==> src/rtl/scp_pkg.sv <==
package scp_pkg;

    localparam int PIN_W   = 16;
    localparam int LANE_W  = 8;
    localparam int N_LANE  = PIN_W / LANE_W;

    localparam logic [7:0] OP_SET_LO   = 8'h80;
    localparam logic [7:0] OP_GET_LO   = 8'h81;
    localparam logic [7:0] OP_SET_HI   = 8'h82;
    localparam logic [7:0] OP_GET_HI   = 8'h83;
    localparam logic [7:0] OP_LOOP_ON  = 8'h84;
    localparam logic [7:0] OP_LOOP_OFF = 8'h85;
    localparam logic [7:0] OP_DIVISOR  = 8'h86;
    localparam logic [7:0] OP_FLUSH    = 8'h87;
    localparam logic [7:0] OP_WAIT_HI  = 8'h88;
    localparam logic [7:0] OP_WAIT_LO  = 8'h89;
    localparam logic [7:0] OP_PRE_OFF  = 8'h8A;
    localparam logic [7:0] OP_PRE_ON   = 8'h8B;
    localparam logic [7:0] OP_3PH_ON   = 8'h8C;
    localparam logic [7:0] OP_3PH_OFF  = 8'h8D;
    localparam logic [7:0] OP_ADP_ON   = 8'h96;
    localparam logic [7:0] OP_ADP_OFF  = 8'h97;
    localparam logic [7:0] ERR_TAG     = 8'hFA;

    typedef enum logic [3:0] {
        ST_IDLE,
        ST_VAL,
        ST_DIR,
        ST_DIVL,
        ST_DIVH,
        ST_READ,
        ST_ERR_TAG,
        ST_ERR_OP,
        ST_WAIT,
        ST_SH_GO,
        ST_SH_RUN
    } pstate_t;

    // Next state chosen by an opcode accepted in idle.
    function automatic pstate_t dispatch(input logic [7:0] op);
        pstate_t nx;
        if (!op[7]) begin
            nx = ST_SH_GO;
        end else begin
            unique case (op)
                OP_SET_LO, OP_SET_HI:               nx = ST_VAL;
                OP_GET_LO, OP_GET_HI:               nx = ST_READ;
                OP_DIVISOR:                         nx = ST_DIVL;
                OP_WAIT_HI, OP_WAIT_LO:             nx = ST_WAIT;
                OP_LOOP_ON, OP_LOOP_OFF, OP_FLUSH,
                OP_PRE_OFF, OP_PRE_ON, OP_3PH_ON,
                OP_3PH_OFF, OP_ADP_ON, OP_ADP_OFF:  nx = ST_IDLE;
                default:                            nx = ST_ERR_TAG;
            endcase
        end
        return nx;
    endfunction

endpackage

==> src/rtl/scp_rsp_fifo.sv <==
module scp_rsp_fifo #(
    parameter int W     = 8,
    parameter int DEPTH = 16
) (
    input  logic         clk,
    input  logic         rst_n,
    input  logic         clear,
    input  logic         wr_en,
    input  logic [W-1:0] wr_data,
    input  logic         rd_en,
    output logic [W-1:0] rd_data,
    output logic         full,
    output logic         empty
);
    localparam int AW = (DEPTH > 1) ? $clog2(DEPTH) : 1;
    localparam logic [AW-1:0] LAST = AW'(DEPTH - 1);
    localparam logic [AW:0]   CAP  = (AW + 1)'(DEPTH);

    logic [W-1:0]  mem [DEPTH];
    logic [AW-1:0] wp;
    logic [AW-1:0] rp;
    logic [AW:0]   cnt;
    logic          do_wr;
    logic          do_rd;

    assign full    = (cnt == CAP);
    assign empty   = (cnt == '0);
    assign do_wr   = wr_en && !full;
    assign do_rd   = rd_en && !empty;
    assign rd_data = mem[rp];

    always_ff @(posedge clk) begin
        if (do_wr) begin
            mem[wp] <= wr_data;
        end
    end

    always_ff @(posedge clk or negedge rst_n) begin
        if (!rst_n) begin
            wp  <= '0;
            rp  <= '0;
            cnt <= '0;
        end else if (clear) begin
            wp  <= '0;
            rp  <= '0;
            cnt <= '0;
        end else begin
            if (do_wr) begin
                wp <= (wp == LAST) ? '0 : wp + AW'(1);
            end
            if (do_rd) begin
                rp <= (rp == LAST) ? '0 : rp + AW'(1);
            end
            unique case ({do_wr, do_rd})
                2'b10:   cnt <= cnt + (AW + 1)'(1);
                2'b01:   cnt <= cnt - (AW + 1)'(1);
                default: cnt <= cnt;
            endcase
        end
    end

endmodule

==> src/rtl/scp_cmd_fsm.sv <==
module scp_cmd_fsm
    import scp_pkg::*;
#(
    parameter int WAIT_BIT = 5
) (
    input  logic             clk,
    input  logic             rst_n,
    input  logic             enable,
    input  logic             cmd_valid,
    input  logic [7:0]       cmd_data,
    output logic             cmd_ready,
    input  logic             fifo_full,
    output logic             push,
    output logic [7:0]       push_data,
    output logic             shift_active,
    output logic             sh_start,
    output logic [7:0]       sh_op,
    output logic             sh_in_valid,
    output logic [7:0]       sh_in_data,
    input  logic             sh_in_ready,
    input  logic             sh_done,
    input  logic [PIN_W-1:0] pin_in,
    output logic [PIN_W-1:0] pin_out,
    output logic [PIN_W-1:0] pin_dir,
    output logic             loop_en,
    output logic [15:0]      div_val,
    output logic             div5_en,
    output logic             three_ph_en,
    output logic             adapt_en,
    output logic             flush
);
    pstate_t    state;
    pstate_t    state_nx;
    logic [7:0] opc;
    logic [7:0] hold;
    logic       accept;
    logic       wait_met;
    logic [7:0] pin_byte;

    assign accept   = cmd_valid && cmd_ready;
    assign wait_met = (pin_in[WAIT_BIT] == (opc == OP_WAIT_HI));
    assign pin_byte = opc[1] ? pin_in[15:8] : pin_in[7:0];

    // State register
    always_ff @(posedge clk or negedge rst_n) begin
        if (!rst_n) begin
            state <= ST_IDLE;
        end else if (!enable) begin
            state <= ST_IDLE;
        end else begin
            state <= state_nx;
        end
    end

    // Transitions
    always_comb begin
        state_nx = state;
        unique case (state)
            ST_IDLE:    if (accept) state_nx = dispatch(cmd_data);
            ST_VAL:     if (accept) state_nx = ST_DIR;
            ST_DIR:     if (accept) state_nx = ST_IDLE;
            ST_DIVL:    if (accept) state_nx = ST_DIVH;
            ST_DIVH:    if (accept) state_nx = ST_IDLE;
            ST_READ:    if (!fifo_full) state_nx = ST_IDLE;
            ST_ERR_TAG: if (!fifo_full) state_nx = ST_ERR_OP;
            ST_ERR_OP:  if (!fifo_full) state_nx = ST_IDLE;
            ST_WAIT:    if (wait_met) state_nx = ST_IDLE;
            ST_SH_GO:   state_nx = ST_SH_RUN;
            ST_SH_RUN:  if (sh_done) state_nx = ST_IDLE;
            default:    state_nx = ST_IDLE;
        endcase
    end

    // Outputs decoded from the state
    always_comb begin
        cmd_ready    = 1'b0;
        push         = 1'b0;
        push_data    = 8'h00;
        shift_active = 1'b0;
        sh_start     = 1'b0;
        sh_in_valid  = 1'b0;
        unique case (state)
            ST_IDLE, ST_VAL, ST_DIR, ST_DIVL, ST_DIVH: begin
                cmd_ready = enable;
            end
            ST_READ: begin
                push      = !fifo_full;
                push_data = pin_byte;
            end
            ST_ERR_TAG: begin
                push      = !fifo_full;
                push_data = ERR_TAG;
            end
            ST_ERR_OP: begin
                push      = !fifo_full;
                push_data = opc;
            end
            ST_WAIT: begin
                cmd_ready = 1'b0;
            end
            ST_SH_GO: begin
                sh_start = 1'b1;
            end
            ST_SH_RUN: begin
                shift_active = 1'b1;
                cmd_ready    = enable && sh_in_ready;
                sh_in_valid  = cmd_valid;
            end
            default: begin
                cmd_ready = 1'b0;
            end
        endcase
    end

    assign sh_op      = opc;
    assign sh_in_data = cmd_data;

    // Opcode, operand holding and single-byte controls
    always_ff @(posedge clk or negedge rst_n) begin
        if (!rst_n) begin
            opc         <= 8'h00;
            hold        <= 8'h00;
            loop_en     <= 1'b0;
            div_val     <= 16'h0000;
            div5_en     <= 1'b1;
            three_ph_en <= 1'b0;
            adapt_en    <= 1'b0;
            flush       <= 1'b0;
        end else if (!enable) begin
            opc         <= 8'h00;
            hold        <= 8'h00;
            loop_en     <= 1'b0;
            div_val     <= 16'h0000;
            div5_en     <= 1'b1;
            three_ph_en <= 1'b0;
            adapt_en    <= 1'b0;
            flush       <= 1'b0;
        end else begin
            flush <= 1'b0;
            if (accept) begin
                unique case (state)
                    ST_IDLE: begin
                        opc <= cmd_data;
                        unique case (cmd_data)
                            OP_LOOP_ON:  loop_en     <= 1'b1;
                            OP_LOOP_OFF: loop_en     <= 1'b0;
                            OP_FLUSH:    flush       <= 1'b1;
                            OP_PRE_OFF:  div5_en     <= 1'b0;
                            OP_PRE_ON:   div5_en     <= 1'b1;
                            OP_3PH_ON:   three_ph_en <= 1'b1;
                            OP_3PH_OFF:  three_ph_en <= 1'b0;
                            OP_ADP_ON:   adapt_en    <= 1'b1;
                            OP_ADP_OFF:  adapt_en    <= 1'b0;
                            default:     ;
                        endcase
                    end
                    ST_VAL, ST_DIVL: hold <= cmd_data;
                    ST_DIVH:         div_val <= {cmd_data, hold};
                    default:         ;
                endcase
            end
        end
    end

    // Pin byte lanes, selected by opcode bit 1
    for (genvar g = 0; g < N_LANE; g++) begin : g_lane
        logic [LANE_W-1:0] val_q;
        logic [LANE_W-1:0] dir_q;
        logic              hit;

        assign hit = accept && (state == ST_DIR) && (int'(opc[1]) == g);

        always_ff @(posedge clk or negedge rst_n) begin
            if (!rst_n) begin
                val_q <= '0;
                dir_q <= '0;
            end else if (!enable) begin
                val_q <= '0;
                dir_q <= '0;
            end else if (hit) begin
                val_q <= hold;
                dir_q <= cmd_data;
            end
        end

        assign pin_out[g*LANE_W +: LANE_W] = val_q;
        assign pin_dir[g*LANE_W +: LANE_W] = dir_q;
    end

endmodule

==> src/rtl/serial_cmd_parser.sv <==
module serial_cmd_parser
    import scp_pkg::*;
#(
    parameter int RSP_DEPTH = 16,
    parameter int WAIT_BIT  = 5
) (
    input  logic        clk,
    input  logic        rst_n,
    input  logic        enable,
    input  logic        cmd_valid,
    input  logic [7:0]  cmd_data,
    output logic        cmd_ready,
    output logic        rsp_valid,
    output logic [7:0]  rsp_data,
    input  logic        rsp_ready,
    output logic        rsp_flush,
    output logic        sh_start,
    output logic [7:0]  sh_op,
    output logic        sh_in_valid,
    output logic [7:0]  sh_in_data,
    input  logic        sh_in_ready,
    input  logic        sh_done,
    input  logic        sh_rsp_valid,
    input  logic [7:0]  sh_rsp_data,
    output logic        sh_rsp_ready,
    input  logic [15:0] pin_in,
    output logic [15:0] pin_out,
    output logic [15:0] pin_dir,
    output logic        loop_en,
    output logic [15:0] div_val,
    output logic        div5_en,
    output logic        three_ph_en,
    output logic        adapt_en
);
    logic       fifo_full;
    logic       fifo_empty;
    logic       fsm_push;
    logic [7:0] fsm_push_data;
    logic       shift_active;
    logic       wr_en;
    logic [7:0] wr_data;

    scp_cmd_fsm #(.WAIT_BIT(WAIT_BIT)) u_fsm (
        .clk          (clk),
        .rst_n        (rst_n),
        .enable       (enable),
        .cmd_valid    (cmd_valid),
        .cmd_data     (cmd_data),
        .cmd_ready    (cmd_ready),
        .fifo_full    (fifo_full),
        .push         (fsm_push),
        .push_data    (fsm_push_data),
        .shift_active (shift_active),
        .sh_start     (sh_start),
        .sh_op        (sh_op),
        .sh_in_valid  (sh_in_valid),
        .sh_in_data   (sh_in_data),
        .sh_in_ready  (sh_in_ready),
        .sh_done      (sh_done),
        .pin_in       (pin_in),
        .pin_out      (pin_out),
        .pin_dir      (pin_dir),
        .loop_en      (loop_en),
        .div_val      (div_val),
        .div5_en      (div5_en),
        .three_ph_en  (three_ph_en),
        .adapt_en     (adapt_en),
        .flush        (rsp_flush)
    );

    // The parser never pushes while a shift runs, so the two writers never collide.
    assign sh_rsp_ready = enable && shift_active && !fifo_full;
    assign wr_en        = fsm_push || (sh_rsp_valid && sh_rsp_ready);
    assign wr_data      = shift_active ? sh_rsp_data : fsm_push_data;
    assign rsp_valid    = !fifo_empty;

    scp_rsp_fifo #(.W(8), .DEPTH(RSP_DEPTH)) u_rsp (
        .clk     (clk),
        .rst_n   (rst_n),
        .clear   (!enable),
        .wr_en   (wr_en),
        .wr_data (wr_data),
        .rd_en   (rsp_ready),
        .rd_data (rsp_data),
        .full    (fifo_full),
        .empty   (fifo_empty)
    );

endmodule

==> config.mk <==
export PLATFORM = sky130hd
export DESIGN_NAME = serial_cmd_parser
export DESIGN_NICKNAME = d
export VERILOG_FILES = /design/src/rtl/scp_pkg.sv /design/src/rtl/scp_rsp_fifo.sv /design/src/rtl/scp_cmd_fsm.sv /design/src/rtl/serial_cmd_parser.sv
export SDC_FILE = /design/constraint.sdc
export NUM_CORES = 1
export LEC_CHECK = 0
export ABC_AREA = 1
export BUFFER_PORTS_ARGS = -buffer_cell sky130_fd_sc_hd__buf_4
export CELL_PAD_IN_SITES_DETAIL_PLACEMENT = 0
export CELL_PAD_IN_SITES_GLOBAL_PLACEMENT = 2
export CORE_MARGIN = 4
export CORE_UTILIZATION = 33
export DETAILED_ROUTE_END_ITERATION = 12
export GPL_TIMING_DRIVEN = 0
export PLACE_DENSITY_LB_ADDON = 0.1
export SETUP_SLACK_MARGIN = 0.4
export SYNTH_ARGS = -nofsm -noshare
export SYNTH_HDL_FRONTEND = slang
export SYNTH_SLANG_ARGS = --single-unit
==> constraint.sdc <==
create_clock -name clk -period 2.4 [get_ports clk]
set_input_delay 0.48 -clock clk [delete_from_list [all_inputs] [get_ports clk]]
set_output_delay 0.48 -clock clk [all_outputs]
set_load 0.01 [all_outputs]
# [Word-level counts from Yosys, hierarchy flattened]
# Memories as Yosys holds them, arrays and structs flattened.
# Cells that the tools add are included.
[totals] mem_count=1 reg_bits=86 output_inout_bits=82 in_bits=40 ram_bits=128 elab_cells=175
[classes] eq_ne=54 mux=67 n_bitwise=1 n_addsub=4 n_reduce_logical=32
[memory_table] name="u_rsp.mem" depth=16 width=8 rd=1 rd_clocked_by_memory_dff=0 write_ports=1 line="scp_rsp_fifo.sv:19" source="logic [W-1:0] mem [DEPTH];"
[ops] operator="8-bit equality test, second input constant" n=17
[ops] operator="8-bit 2-to-1 mux" n=16
[ops] operator="4-bit 2-to-1 mux" n=16
[ops] operator="16-bit 2-to-1 mux" n=3
[ops] operator="4-bit case mux with 9 select lines" n=1
[ops] operator="8-bit case mux with 3 select lines" n=1
[ops] operator="1-bit 2-to-1 mux" n=22
[ops] operator="4-bit equality test, second input constant" n=5
[ops] operator="4-bit case mux with 5 select lines" n=1
[ops] operator="4-bit by 3-bit equality test with 1-bit output, second input constant" n=4
[ops] operator="2-bit by 1-bit != test with 1-bit output, second input constant" n=8
[ops] operator="3-bit by 1-bit != test with 1-bit output, second input constant" n=5
[ops] operator="3-bit by 2-bit != test with 1-bit output, second input constant" n=5
[ops] operator="3-bit AND reduction" n=4
[ops] operator="2-bit OR reduction" n=6
[ops] operator="1-bit logical AND" n=10
[ops] operator="1-bit case mux with 2 select lines" n=5
[ops] operator="5-bit case mux with 2 select lines" n=1
[ops] operator="3-bit != test, second input constant" n=3
[ops] operator="9-bit OR reduction" n=1
[ops] operator="4-bit by 1-bit adder with 4-bit output, second input constant" n=2
[ops] operator="4-bit by 2-bit equality test with 1-bit output, second input constant" n=2
[ops] operator="8-bit AND reduction" n=1
[ops] operator="2-bit AND reduction" n=3
[ops] operator="other kinds (15)" n=16

# [Logic depth before layout (Yosys ltp)]
[depth] depth_word=10 depth_mapped=16 ltp_nobuf=16

# [Modules after synthesis]
# From an unflattened synthesis, not the netlist that was laid out.
[unflattened] cells_unflattened=956 hier_area_um2=9716.8
[by_module_without_submodules] module="scp_rsp_fifo" area_each_um2=5874.4 instances=1 cells_per_inst=480
[by_module_without_submodules] module="scp_cmd_fsm" area_each_um2=3702.3 instances=1 cells_per_inst=443
[by_module_without_submodules] module="serial_cmd_parser" area_each_um2=140.1 instances=1 cells_per_inst=33

# [Least setup slack after synthesis]
# Ideal clock, no wire load.
[synth_timing] path_type="reg2reg" from="register u_fsm.state[0]" to="register u_rsp.cnt[4]" required_ps=2279 n_path_buf=0 synth_period_minus_slack_ps=2256 stages_incl_launch_ff=17 path_slack_ps=144 arrival_time_ps=2135 setup_time_ps=121 cell_sequence="dfrtp_1 inv_2 nand2_2 nor2_4 nand3_2 nand2_1 nand2_1 nand2_1 inv_1 ha_1 a21oi_1 nand2_1 xor2_1 nand3_1 o21ai_0 nand2_1 o21ai_1"
[synth_between] elab_chain_len=10 elab_cells_between_ends=17 cone_classes="eq/ne (7); mux (4); reduce/logical (6)"
[synth_rtl] item="start, declared" line="scp_cmd_fsm.sv:32" source="pstate_t state;"
[synth_rtl] item="start signal, assigned" line="scp_cmd_fsm.sv:51" source="state <= state_nx;"
[synth_rtl] item="4-bit equality test" line="scp_cmd_fsm.sv:82" source="unique case (state)"
[synth_rtl] item="1-bit 2-to-1 mux" line="scp_cmd_fsm.sv:82"
[synth_rtl] item="1-bit logical AND (2 in series)" line="serial_cmd_parser.sv:72" source="assign sh_rsp_ready = enable && shift_active && !fifo_full;"
[synth_rtl] item="1-bit logical AND" line="serial_cmd_parser.sv:73" source="assign wr_en = fsm_push || (sh_rsp_valid && sh_rsp_ready);"
[synth_rtl] item="1-bit logical OR (*)" line="serial_cmd_parser.sv:73"
[synth_rtl] item="1-bit logical AND (*)" line="scp_rsp_fifo.sv:28" source="assign do_wr = wr_en && !full;"
[synth_rtl] item="2-bit by 1-bit equality test with 1-bit output / 2-bit equality test (equally long branches)" line="scp_rsp_fifo.sv:54" source="unique case ({do_wr, do_rd})"
[synth_rtl] item="5-bit case mux with 2 select lines" line="scp_rsp_fifo.sv:54"
[synth_rtl] item="5-bit 2-to-1 mux" line="scp_rsp_fifo.sv:43" source="end else if (clear) begin"
[synth_rtl] item="end signal, assigned" line="scp_rsp_fifo.sv:55" source="2'b10: cnt <= cnt + (AW + 1)'(1);"
[synth_rtl] item="end signal, assigned" line="scp_rsp_fifo.sv:56" source="2'b01: cnt <= cnt - (AW + 1)'(1);"
[synth_rtl] item="end signal, assigned" line="scp_rsp_fifo.sv:57" source="default: cnt <= cnt;"
[synth_rtl] item="end, declared" line="scp_rsp_fifo.sv:22" source="logic [AW:0] cnt;"
# Mark *: on every way between the ends. The rest lies on a longest branch, timed or not.
# A chain may end at the register's enable or synchronous reset.

# [Worst setup path after layout]
[layout_timing] from="register u_rsp.rp[1]" to="output port rsp_data[4]"
[layout_between] elab_chain_len=1
[layout_rtl] item="start, declared" line="scp_rsp_fifo.sv:21" source="logic [AW-1:0] rp;"
[layout_rtl] item="start signal, assigned" line="scp_rsp_fifo.sv:52" source="rp <= (rp == LAST) ? '0 : rp + AW'(1);"
[layout_rtl] item="memory 16 x 8 bit"
[layout_rtl] item="end, declared" line="serial_cmd_parser.sv:14" source="output logic [7:0] rsp_data,"
# Every way passes these cells.

==> flow_summary_export.csv <==
group,metric,value,unit
run,cap_violations,0,
sta,timing.final.max_slew_violations,0,
critical_path,crit_path_max_incr_delay,0.41,ns
critical_path,crit_path_end_kind,"primary output",
synth,synth_warnings,0,
floorplan,core_area,28100,µm²
clock_network,cts_tree,"done",
floorplan,die_height,178,µm
finish,fin_area,13900,µm²
run_status,violations,"negative setup slack",
floorplan,num_io_pins,122,
placed_design,io_buffers,120,
clock_network,clk_pin_slew,0.06,ns
synth,yosysUniqueCellTypes,45,
synth,yosysSeqAreaShare,63.2,%
sta,worstMarginPinSlew,1.20,ns
sta,grt_setup_unrepaired,"yes",
critical_path,crit_path_start_kind,"flip-flop",
routing,wirelength,33.6,mm
global_routing,grt_pass1_vias,8032,
global_routing,grt_overflow,0,
clock_network,worstSkewPairLatency,0.53,ns
sta,tns,-1.23,ns
clock_network,clockBufferDepth,3,
routing,vias,7946,
critical_path,path_buf_inv,2,
critical_path,path_cells,"buf_8, nand2_4, a21oi_1, a221oi_2, o21ai_0, o21ai_1, buf_4",
routing,wire_per_inst,21.0,µm
critical_path,required,1.92,ns
placed_design,gp_congestion,0.785,
finish,area_delta_synth_final,46.1,%
finish,antennaDiodeCount,0,
global_routing,track_usage,20.3,%
sta,hold_ws,0.181,ns
global_routing,grt_max_degree,87,
sta,min_period,2.60,ns
routing,firstDrtPassIters,5,
global_routing,grt_pass1_wl,48.6,mm
global_routing,antenna_found_initial,0,
sta,slew_headroom,20.0,%
synth,synth_fp_nets,999,
finish,drive_above_1_share,38.0,%
placed_design,pre_cts_ws,-0.459,ns
synth,syn_inst,950,
routing,vias_per_cell,4.97,
critical_path,crit_arrival,2.12,ns
synth,synth_edf_count,128,
routing,drtAntennaViolNets,0,
sta,finalHoldViolCount,0,
finish,mostFrequentLayoutCells,"190 x nand2_1, 174 x buf_4, 128 x edfxtp_1, 83 x dfrtp_1, 71 x o21ai_0",
clock_network,cts_hold_buffers,0,
synth,synth_flop_cell,"edfxtp_1",
power,max-vdd-ir-drop,512,µV
clock_network,cts_buffers,25,
finish,final_common_cell,"nand2_1",
sta,fin_crit_sh,108,%
synth,syn_area_per_cell,10.0,µm²
clock_network,ctsRootBufferMaster,"clkbuf_16",
critical_path,worst-setup-path-type,"flip-flop to primary output",
routing,drc_errors,0,
sta,fmax,385,MHz
critical_path,crit_path_max_fanout,10,
critical_path,critPathTopFamily,"compound AO/OA/AOI/OAI gates",
placed_design,dpl_cell_area,10900,µm²
power,p_per_area,877,nW/µm²
sta,setup_slack,-0.197,ns
placed_design,place_hpwl,21.8,mm
clock_network,clock-sinks,214,
critical_path,cp_slowest_cell,"dfrtp_1",
clock_network,h-tree-depth,1,
power,p_leak,6.03,nW
floorplan,placementRows,61,
synth,ys_seq_elements,214,
synth,synthArstFlopShare,40.2,%
floorplan,die_w,178,µm
floorplan,die-area,31600,µm²
routing,drtIter0Drc,512,
finish,fill_cells,2691,
synth,netlist_area,9500,µm²
run_status,status,"finished, violations left",
sta,setup_violations,8,
finish,nets,1252,
worst_hold_path,holdCritPathClass,"input port to async pin",
sta,fin_skew,0.0207,ns
floorplan,start_util,33.8,%
## per-stage QoR
step	util [%]	cells	power (mW)
after floorplan	-	950	6.04
after global routing	49.4	1599	12.8
after CTS	46.2	1552	11.8
after detailed placement	38.9	1451	7.29
final	49.4	1599	12.2
after global placement	38.8	1448	7.28
## where the power goes
| group | internal (mW) | switching, mW | total (mW) |
|---|---|---|---|
| Combinational | 1.76 | 2.41 | 4.17 |
| Sequential | 4.19 | 0.182 | 4.38 |
| Clock | 2.11 | 1.51 | 3.62 |
| Total | 8.07 | 4.10 | 12.2 |
## state kept, by name (all words and copies together), names as in the netlist, 4 cells and up
register	count
u_fsm.div_val	16
u_rsp.mem	128
u_fsm.sh_op	8
u_fsm.g_lane.dir_q	16
u_rsp.rp	4
u_fsm.hold	8
u_fsm.state	4
u_fsm.g_lane.val_q	16
u_rsp.wp	4
u_rsp.cnt	5
## cell families (layout without fill, tap and decap cells)
kind of cell / after synthesis / after routing / share of synthesized area (%)
fa+ha+maj: 9 / 9 / 1.27
xor+xnor: 4 / 4 / 0.369
simple gates: 424 / 426 / 18.9
buf+inv: 122 / 390 / 5.40
flops: 214 / 214 / 63.2
compound gates: 177 / 178 / 10.9
## cell type report
class,count,area (µm²),share of cell area [%]
Clock buffer,34,689,4.97
Timing Repair inverter,1,8.76,0.0631
Buffer,45,433,3.12
Sequential cell,214,6000,43.2
Inverter,77,325,2.34
Multi-Input combinational cell,617,3820,27.5
Clock inverter,11,82.6,0.595
Tap cell,378,473,3.41
Timing Repair Buffer,222,2050,14.8
## worst register-to-register path, delay by kind of cell (launching register included)
kind / cells / cell delay, ns
AND/OR/NAND/NOR: 10 / 0.91
flip-flops: 1 / 0.44
adder cells (fa/ha/maj): 1 / 0.28
buffers and inverters: 3 / 0.24
XOR/XNOR: 1 / 0.18
AO/OA/AOI/OAI: 2 / 0.17
## cell usage after synthesis, drive strengths merged, types with 2 or more instances
master / count / area (µm²)
o221ai: 6 / 52.6
xor2: 2 / 17.5
edfxtp: 128 / 3840
o21ai: 95 / 475
xnor2: 2 / 17.5
buf: 23 / 141
ha: 8 / 100
nor4: 2 / 12.5
o211ai: 13 / 97.6
nand4: 9 / 56.3
clkinv: 4 / 15.0
inv: 73 / 274
o22ai: 15 / 93.8
nand2: 259 / 1010
dfrtp: 85 / 2130
or2: 2 / 12.5
a21oi: 30 / 150
nor2: 77 / 299
clkbuf: 22 / 82.6
nand3: 66 / 340
a221oi: 10 / 87.6
nor3: 7 / 46.3
## worst paths after layout
kind	start	to	slack, ns	cells past startpoint
setup / recovery	u_rsp.rp[1]$_DFFE_PN0P_	rsp_data[4]	-0.20	7
hold / removal	rst_n	u_fsm.state[1]$_DFFE_PN0P_	0.18	1
setup reg to reg	u_fsm.state[2]$_DFFE_PN0P_	u_rsp.cnt[4]$_DFFE_PN0P_	0.11	17
hold reg to reg	u_fsm.div_val[11]$_DFFE_PN0P_	u_fsm.div_val[11]$_DFFE_PN0P_	0.49	2
max in group asynchronous	rst_n	u_rsp.rp[0]$_DFFE_PN0P_	1.38	1
min in group clk	cmd_data[1]	u_fsm.flush$_DFF_PN0_	0.29	3
## per-layer routing
metal | global-route usage [%] | vias to the layer above | share of wire, %
li1 | - | 3774 | -
met1 | 26.2 | 3930 | 42
met2 | 34.8 | 197 | 50
met3 | 4.13 | 45 | 5.7
met4 | 5.29 | 0 | 2.4
met5 | 0 | - | 0
## timing repair
action                                  CTS  global route
cloned                                    1             9
endpoints found under the setup margin  277           236
buffers inserted                         55            38
resized for setup                       222           111
pin swaps                                82            58
Power figures use the tool's default switching activity.
